File: config.mk
export PLATFORM = sky130hd
export DESIGN_NAME = extbus_sequencer
export DESIGN_NICKNAME = d
export VERILOG_FILES = /design/src/rtl/extbus_pkg.sv /design/src/rtl/extbus_waitctl.sv /design/src/rtl/extbus_fsm.sv /design/src/rtl/extbus_datapath.sv /design/src/rtl/extbus_strobe_dec.sv /design/src/rtl/extbus_sequencer.sv
export SDC_FILE = /design/constraint.sdc
export NUM_CORES = 1
export LEC_CHECK = 0
export ABC_CLOCK_PERIOD_IN_PS = 2100
export BUFFER_PORTS_ARGS = -buffer_cell sky130_fd_sc_hd__clkbuf_2
export CAP_MARGIN = 20
export CORE_ASPECT_RATIO = 1.1
export CORE_UTILIZATION = 34
export DETAILED_ROUTE_END_ITERATION = 8
export HOLD_SLACK_MARGIN = 0.05
export RECOVER_POWER = 50
export SYNTH_ARGS = -nofsm -noshare
export SYNTH_HDL_FRONTEND = slang
export SYNTH_SLANG_ARGS = --single-unit
File: constraint.sdc
create_clock -name clk -period 2.1 [get_ports clk]
set_input_delay 0.105 -clock clk [delete_from_list [all_inputs] [get_ports clk]]
set_output_delay 0.105 -clock clk [all_outputs]
set_load 0.02 [all_outputs]
File: src/rtl/extbus_pkg.sv
`timescale 1ns/1ps
package extbus_pkg;

  // Phase values double as the {start, transfer} status pair on the bus.
  typedef enum logic [1:0] {
    PH_WAIT  = 2'b00,
    PH_START = 2'b01,
    PH_END   = 2'b10,
    PH_IDLE  = 2'b11
  } bus_phase_t;

endpackage

File: src/rtl/extbus_waitctl.sv
`timescale 1ns/1ps
module extbus_waitctl #(
  parameter int WS_W = 4
) (
  input  logic            clk,
  input  logic            rst_n,
  input  logic            cfg_we,
  input  logic [WS_W-1:0] cfg_wdata,
  input  logic            cnt_load,
  input  logic            in_wait,
  input  logic            ack_n,
  output logic            wait_ok
);

  logic [WS_W-1:0] min_q;
  logic [WS_W-1:0] min_d;
  logic [WS_W-1:0] cnt_q;
  logic [WS_W-1:0] cnt_d;
  logic            ack_q;
  logic            cnt_zero;

  // Minimum wait count register.
  always_comb begin
    min_d = min_q;
    if (cfg_we) min_d = cfg_wdata;
  end

  always_ff @(posedge clk or negedge rst_n) begin
    if (!rst_n) min_q <= '0;
    else        min_q <= min_d;
  end

  // Down-counter: loaded at cycle start, decremented while waiting.
  assign cnt_zero = (cnt_q == '0);

  always_comb begin
    cnt_d = cnt_q;
    if (cnt_load)                   cnt_d = min_q;
    else if (in_wait && !cnt_zero)  cnt_d = cnt_q - 1'b1;
  end

  always_ff @(posedge clk or negedge rst_n) begin
    if (!rst_n) cnt_q <= '0;
    else        cnt_q <= cnt_d;
  end

  // Acknowledge is taken on the falling edge, stored active high.
  always_ff @(negedge clk or negedge rst_n) begin
    if (!rst_n) ack_q <= 1'b0;
    else        ack_q <= ~ack_n;
  end

  assign wait_ok = in_wait && cnt_zero && ack_q;

endmodule

File: src/rtl/extbus_fsm.sv
`timescale 1ns/1ps
module extbus_fsm
  import extbus_pkg::*;
(
  input  logic       clk,
  input  logic       rst_n,
  input  logic       req_valid,
  input  logic       wait_ok,
  output bus_phase_t phase,
  output logic       accept,
  output logic       enter_end,
  output logic       done
);

  bus_phase_t phase_q;
  bus_phase_t phase_d;
  logic       done_q;

  assign accept    = (phase_q == PH_IDLE) && req_valid;
  assign enter_end = (phase_q == PH_WAIT) && wait_ok;

  always_comb begin
    phase_d = phase_q;
    unique case (phase_q)
      PH_IDLE:  if (accept)    phase_d = PH_START;
      PH_START:                phase_d = PH_WAIT;
      PH_WAIT:  if (enter_end) phase_d = PH_END;
      PH_END:                  phase_d = PH_IDLE;
      default:                 phase_d = PH_IDLE;
    endcase
  end

  always_ff @(posedge clk or negedge rst_n) begin
    if (!rst_n) begin
      phase_q <= PH_IDLE;
      done_q  <= 1'b0;
    end else begin
      phase_q <= phase_d;
      done_q  <= enter_end;
    end
  end

  assign phase = phase_q;
  assign done  = done_q;

endmodule

File: src/rtl/extbus_datapath.sv
`timescale 1ns/1ps
module extbus_datapath #(
  parameter int ADDR_W = 16,
  parameter int DATA_W = 16
) (
  input  logic              clk,
  input  logic              rst_n,
  input  logic              accept,
  input  logic              enter_end,
  input  logic [ADDR_W-1:0] req_addr,
  input  logic              req_we,
  input  logic [DATA_W-1:0] req_wdata,
  input  logic [DATA_W-1:0] bus_rdata,
  output logic [ADDR_W-1:0] bus_addr,
  output logic              bus_we,
  output logic [DATA_W-1:0] bus_wdata,
  output logic [DATA_W-1:0] rsp_rdata
);

  logic [ADDR_W-1:0] addr_q;
  logic              we_q;
  logic [DATA_W-1:0] wdata_q;
  logic [DATA_W-1:0] rdata_q;
  logic              rd_cap_en;

  // Request fields: clock-enabled by acceptance.
  always_ff @(posedge clk or negedge rst_n) begin
    if (!rst_n) begin
      addr_q  <= '0;
      we_q    <= 1'b0;
      wdata_q <= '0;
    end else if (accept) begin
      addr_q  <= req_addr;
      we_q    <= req_we;
      wdata_q <= req_wdata;
    end
  end

  // Read capture on the edge that leaves the wait phase.
  assign rd_cap_en = enter_end && !we_q;

  always_ff @(posedge clk or negedge rst_n) begin
    if (!rst_n)         rdata_q <= '0;
    else if (rd_cap_en) rdata_q <= bus_rdata;
  end

  assign bus_addr  = addr_q;
  assign bus_we    = we_q;
  assign bus_wdata = wdata_q;
  assign rsp_rdata = rdata_q;

endmodule

File: src/rtl/extbus_strobe_dec.sv
`timescale 1ns/1ps
module extbus_strobe_dec
  import extbus_pkg::*;
#(
  parameter bit USE_DECODER = 1'b1
) (
  input  bus_phase_t phase,
  output logic       as_n,
  output logic       ds_n
);

  generate
    if (USE_DECODER) begin : g_dec
      assign as_n = (phase != PH_START);
      assign ds_n = (phase != PH_END);
    end else begin : g_nodec
      logic unused_phase;
      assign unused_phase = ^phase;
      assign as_n = 1'b1;
      assign ds_n = 1'b1;
    end
  endgenerate

endmodule

File: src/rtl/extbus_sequencer.sv
`timescale 1ns/1ps
module extbus_sequencer
  import extbus_pkg::*;
#(
  parameter int ADDR_W      = 16,
  parameter int DATA_W      = 16,
  parameter int WS_W        = 4,
  parameter bit USE_DECODER = 1'b1
) (
  input  logic              clk,
  input  logic              rst_n,
  input  logic              req_valid,
  output logic              req_ready,
  input  logic [ADDR_W-1:0] req_addr,
  input  logic              req_we,
  input  logic [DATA_W-1:0] req_wdata,
  output logic              rsp_done,
  output logic [DATA_W-1:0] rsp_rdata,
  input  logic              cfg_we,
  input  logic [WS_W-1:0]   cfg_wdata,
  output logic [ADDR_W-1:0] bus_addr,
  output logic              bus_we,
  output logic [DATA_W-1:0] bus_wdata,
  input  logic [DATA_W-1:0] bus_rdata,
  input  logic              bus_ack_n,
  output logic              bus_bs,
  output logic              bus_ts,
  output logic              bus_as_n,
  output logic              bus_ds_n
);

  bus_phase_t phase;
  logic       accept;
  logic       enter_end;
  logic       wait_ok;
  logic       in_wait;

  assign in_wait = (phase == PH_WAIT);

  extbus_fsm u_fsm (
    .clk       (clk),
    .rst_n     (rst_n),
    .req_valid (req_valid),
    .wait_ok   (wait_ok),
    .phase     (phase),
    .accept    (accept),
    .enter_end (enter_end),
    .done      (rsp_done)
  );

  extbus_waitctl #(.WS_W(WS_W)) u_wait (
    .clk       (clk),
    .rst_n     (rst_n),
    .cfg_we    (cfg_we),
    .cfg_wdata (cfg_wdata),
    .cnt_load  (accept),
    .in_wait   (in_wait),
    .ack_n     (bus_ack_n),
    .wait_ok   (wait_ok)
  );

  extbus_datapath #(.ADDR_W(ADDR_W), .DATA_W(DATA_W)) u_dp (
    .clk       (clk),
    .rst_n     (rst_n),
    .accept    (accept),
    .enter_end (enter_end),
    .req_addr  (req_addr),
    .req_we    (req_we),
    .req_wdata (req_wdata),
    .bus_rdata (bus_rdata),
    .bus_addr  (bus_addr),
    .bus_we    (bus_we),
    .bus_wdata (bus_wdata),
    .rsp_rdata (rsp_rdata)
  );

  extbus_strobe_dec #(.USE_DECODER(USE_DECODER)) u_dec (
    .phase (phase),
    .as_n  (bus_as_n),
    .ds_n  (bus_ds_n)
  );

  assign req_ready = (phase == PH_IDLE);
  assign bus_bs    = phase[1];
  assign bus_ts    = phase[0];

endmodule

==> metrics.txt <==
die area=7590 um^2; diode count=0; worst vdd ir=0.734 mV; critical path arrival=2.65 ns; Placed Cells=417; vias in the first global route=2,231; CP endpoint kind=register; Clock Tree Root=clkbuf_8; min-delay worst type=in -> reg; largest net degree at the start of global routing=61; initial detailed-routing violation count=116; Mapped Cells=228; CTS H-Tree Depth=3; total of max-cap violations=0; Buffers on Ports=112; most frequent cells in the layout=nand2_1, clkbuf_2, dfrtp_1, dlygate4sd3_1, clkbuf_1; Reg power frac=39.9%; total global-route track usage=17.0%; Synth warnings=0; Final Power=0.00505 W; Final Instance Count excl. Fillers=487; Synth Area per Inst=10.8 um^2; ranking of synthesized cells by area=dfrtp_1, nand2_1, mux2_4; setup violators final=16; post-synthesis net count=287; core area=7010 um^2; Routed WL=6020 um; FF-to-FF Start=u_wait.ack_q; critical path's slowest cell=dfrtn_1; RD Place Congestion=0.710; worst skew pair latency=0.33 ns; commonest non-fill, non-tap cell in the layout=nand2_1; Die Wd=83.2 um; Critical Path RT=2.31 ns; post-synth design cell area=2460 um^2; CTS tree=built; first-pass GRT wire length=10,300 um; Final Max Tran Viols=0; Int Pwr=0.00304 W; initial antenna violation count=0; worst hold start=req_valid; CTS sink cnt=61; Routed wire per std cell=12.4 um; Lkg Pwr=1.90 nW; CP Max Fanout=16; Initial Utilization=35.2%; CTS Buffer Depth=2; Via Count=2,185; Power Dens Cells=1340 nW/um^2; HPWL Detailed=3520 um; cts bufs inserted=9; Worst-path clk slew=0.06 ns; final worst setup slack=-0.333 ns; sequential share of the synthesized area=62.1%; Sw Ratio=39.9%; # Post-CTS Setup Buffers=0; P_sw=0.00202 W; clock power share=20.2%; row count=32; Worst Setup Start Kind=register; unrepaired setup endpoints after global routing=true; CP peak stage delay=0.38 ns; Die Y=91.3 um; post-synth cell types=33; failing checks=negative setup slack; layout cells sized above 1=25.6%; # IOs=113; Critical Path, Cell by Cell=nand4bb_1 > nor3_4 > buf_12 > mux2_2; critical path start-end classification=reg -> reg; flops & latches, synth=61; via/cell ratio=4.49; post-synth top area cell=dfrtp_1; Max Clock Skew=0.0109 ns; Worst-Margin Slew=1.47 ns; DR pass1 iterations=4; post-route ant nets=0; area grow syn2layout=53.4%; combinational power share=39.9%; Worst Setup SP=u_wait.ack_q; final hold violation count=0; Slew headroom=1.75%; NumNets Final=456; hold_ws=0.0621 ns; total gr overflow=0; share of the synthesized area in the top cell type=58.9%; Remaining DRCs=0; status=complete, but fails checks
-- per-layer routing --
metal	vias to the layer above	wire length [um]	share of wire [%]	track usage, %
met5	-	0	0	0
met4	0	129	2.1	8.33
met3	12	344	5.7	4.91
li1	1064	-	-	-
met1	1023	2690	45	20.4
met2	86	2850	47	28.0
-- metrics by stage --
step	TNS (ns)	utilization [%]	instance area, um^2	setup slack (ns)
6_report	-4.90	53.9	3780	-0.333
5_1_grt	-6.10	53.9	3780	-0.412
4_1_cts	-4.97	54.8	3840	-0.335
3_5_place_dp	-5.21	44.3	3100	-0.355
3_3_place_gp	-4.69	44.3	3100	-0.314
2_1_floorplan	-5.84	-	2460	-0.406
-- final cells by class --
type	count	area [um^2]
clock buffers	12	145
clock inverters	4	47.5
fillers	649	3230
inverters	3	11.3
multi-input cells	151	855
flip-flops and latches	61	1530
well taps	85	106
repair buffers	171	1080
-- sequential cells by signal (all words and copies together), names as in the netlist --
| register | count |
|---|---|
| u_fsm.phase | 2 |
| u_wait.ack_q | 1 |
| u_dp.bus_we | 1 |
| u_wait.cnt_q | 4 |
| u_wait.min_q | 4 |
| u_dp.rsp_rdata | 16 |
| u_fsm.done | 1 |
| u_dp.bus_wdata | 16 |
| u_dp.bus_addr | 16 |
-- kinds of logic (layout without fill, tap and decap cells) --
family | Yosys count | after routing | synth area share [%]
DFF | 61 | 61 | 62.1
adders and majority gates | 1 | 1 | 0.508
buffers and inverters | 16 | 190 | 3.55
xor gates and xnor gates | 1 | 1 | 0.356
muxes | 20 | 20 | 10.7
AOI/OAI and AO/OA | 10 | 10 | 2.69
and+or+nand+nor | 119 | 119 | 20.2
-- cell usage after synthesis --
library cell,n
o22ai_1,1
and3_1,1
buf_6,1
dfrtn_1,1
dfrtp_1,58
or4_1,2
o211ai_1,1
or2_1,1
nand2_1,103
buf_1,2
clkbuf_1,6
or2b_1,1
mux2_2,10
nor3_4,1
nand2b_1,1
nor2_1,2
nand3_1,4
a211o_1,1
dfstp_2,2
inv_1,3
nor3b_1,1
buf_2,3
xor2_1,1
buf_12,1
nand4bb_1,1
o32ai_1,1
ha_1,1
o21ai_0,1
a21oi_1,3
o31ai_1,1
mux2_4,10
o21a_1,1
and2_1,1
-- power groups by stage --
stage	combinational (W)	clock (W)	sequential, W
floorplan	0.000839	0	0.00254
CTS	0.00213	0.00106	0.00201
global route	0.00221	0.00110	0.00208
detailed placement	0.00205	0	0.00202
global placement	0.00201	0	0.00202
finish	0.00201	0.00102	0.00202
-- timing repair --
action,CTS,global route
hold endpoints to repair,111,0
endpoints found under the setup margin,16,16
gates resized for setup,1,1
gates cloned,0,0
hold buffers,54,0
-- critical path, delay by kind of cell, from the launching register on --
family	cells	cell delay [ns]
DFF	1	0.38
muxes	1	0.34
buffers and inverters	1	0.19
and+or+nand+nor	2	0.36
-- final timing paths --
path | to | slack (ns) | cells past startpoint
max | u_dp.rsp_rdata[4] | -0.33 | 4
min | u_fsm.phase[1] | 0.06 | 4
max reg2reg | u_dp.rsp_rdata[4] | -0.33 | 4
min reg2reg | u_fsm.phase[0] | 0.43 | 0
max in group asynchronous | u_dp.rsp_rdata[1] | 0.38 | 3
min in group asynchronous | u_dp.rsp_rdata[9] | 0.85 | 3
Note: power is estimated with default switching activity, not from simulation.
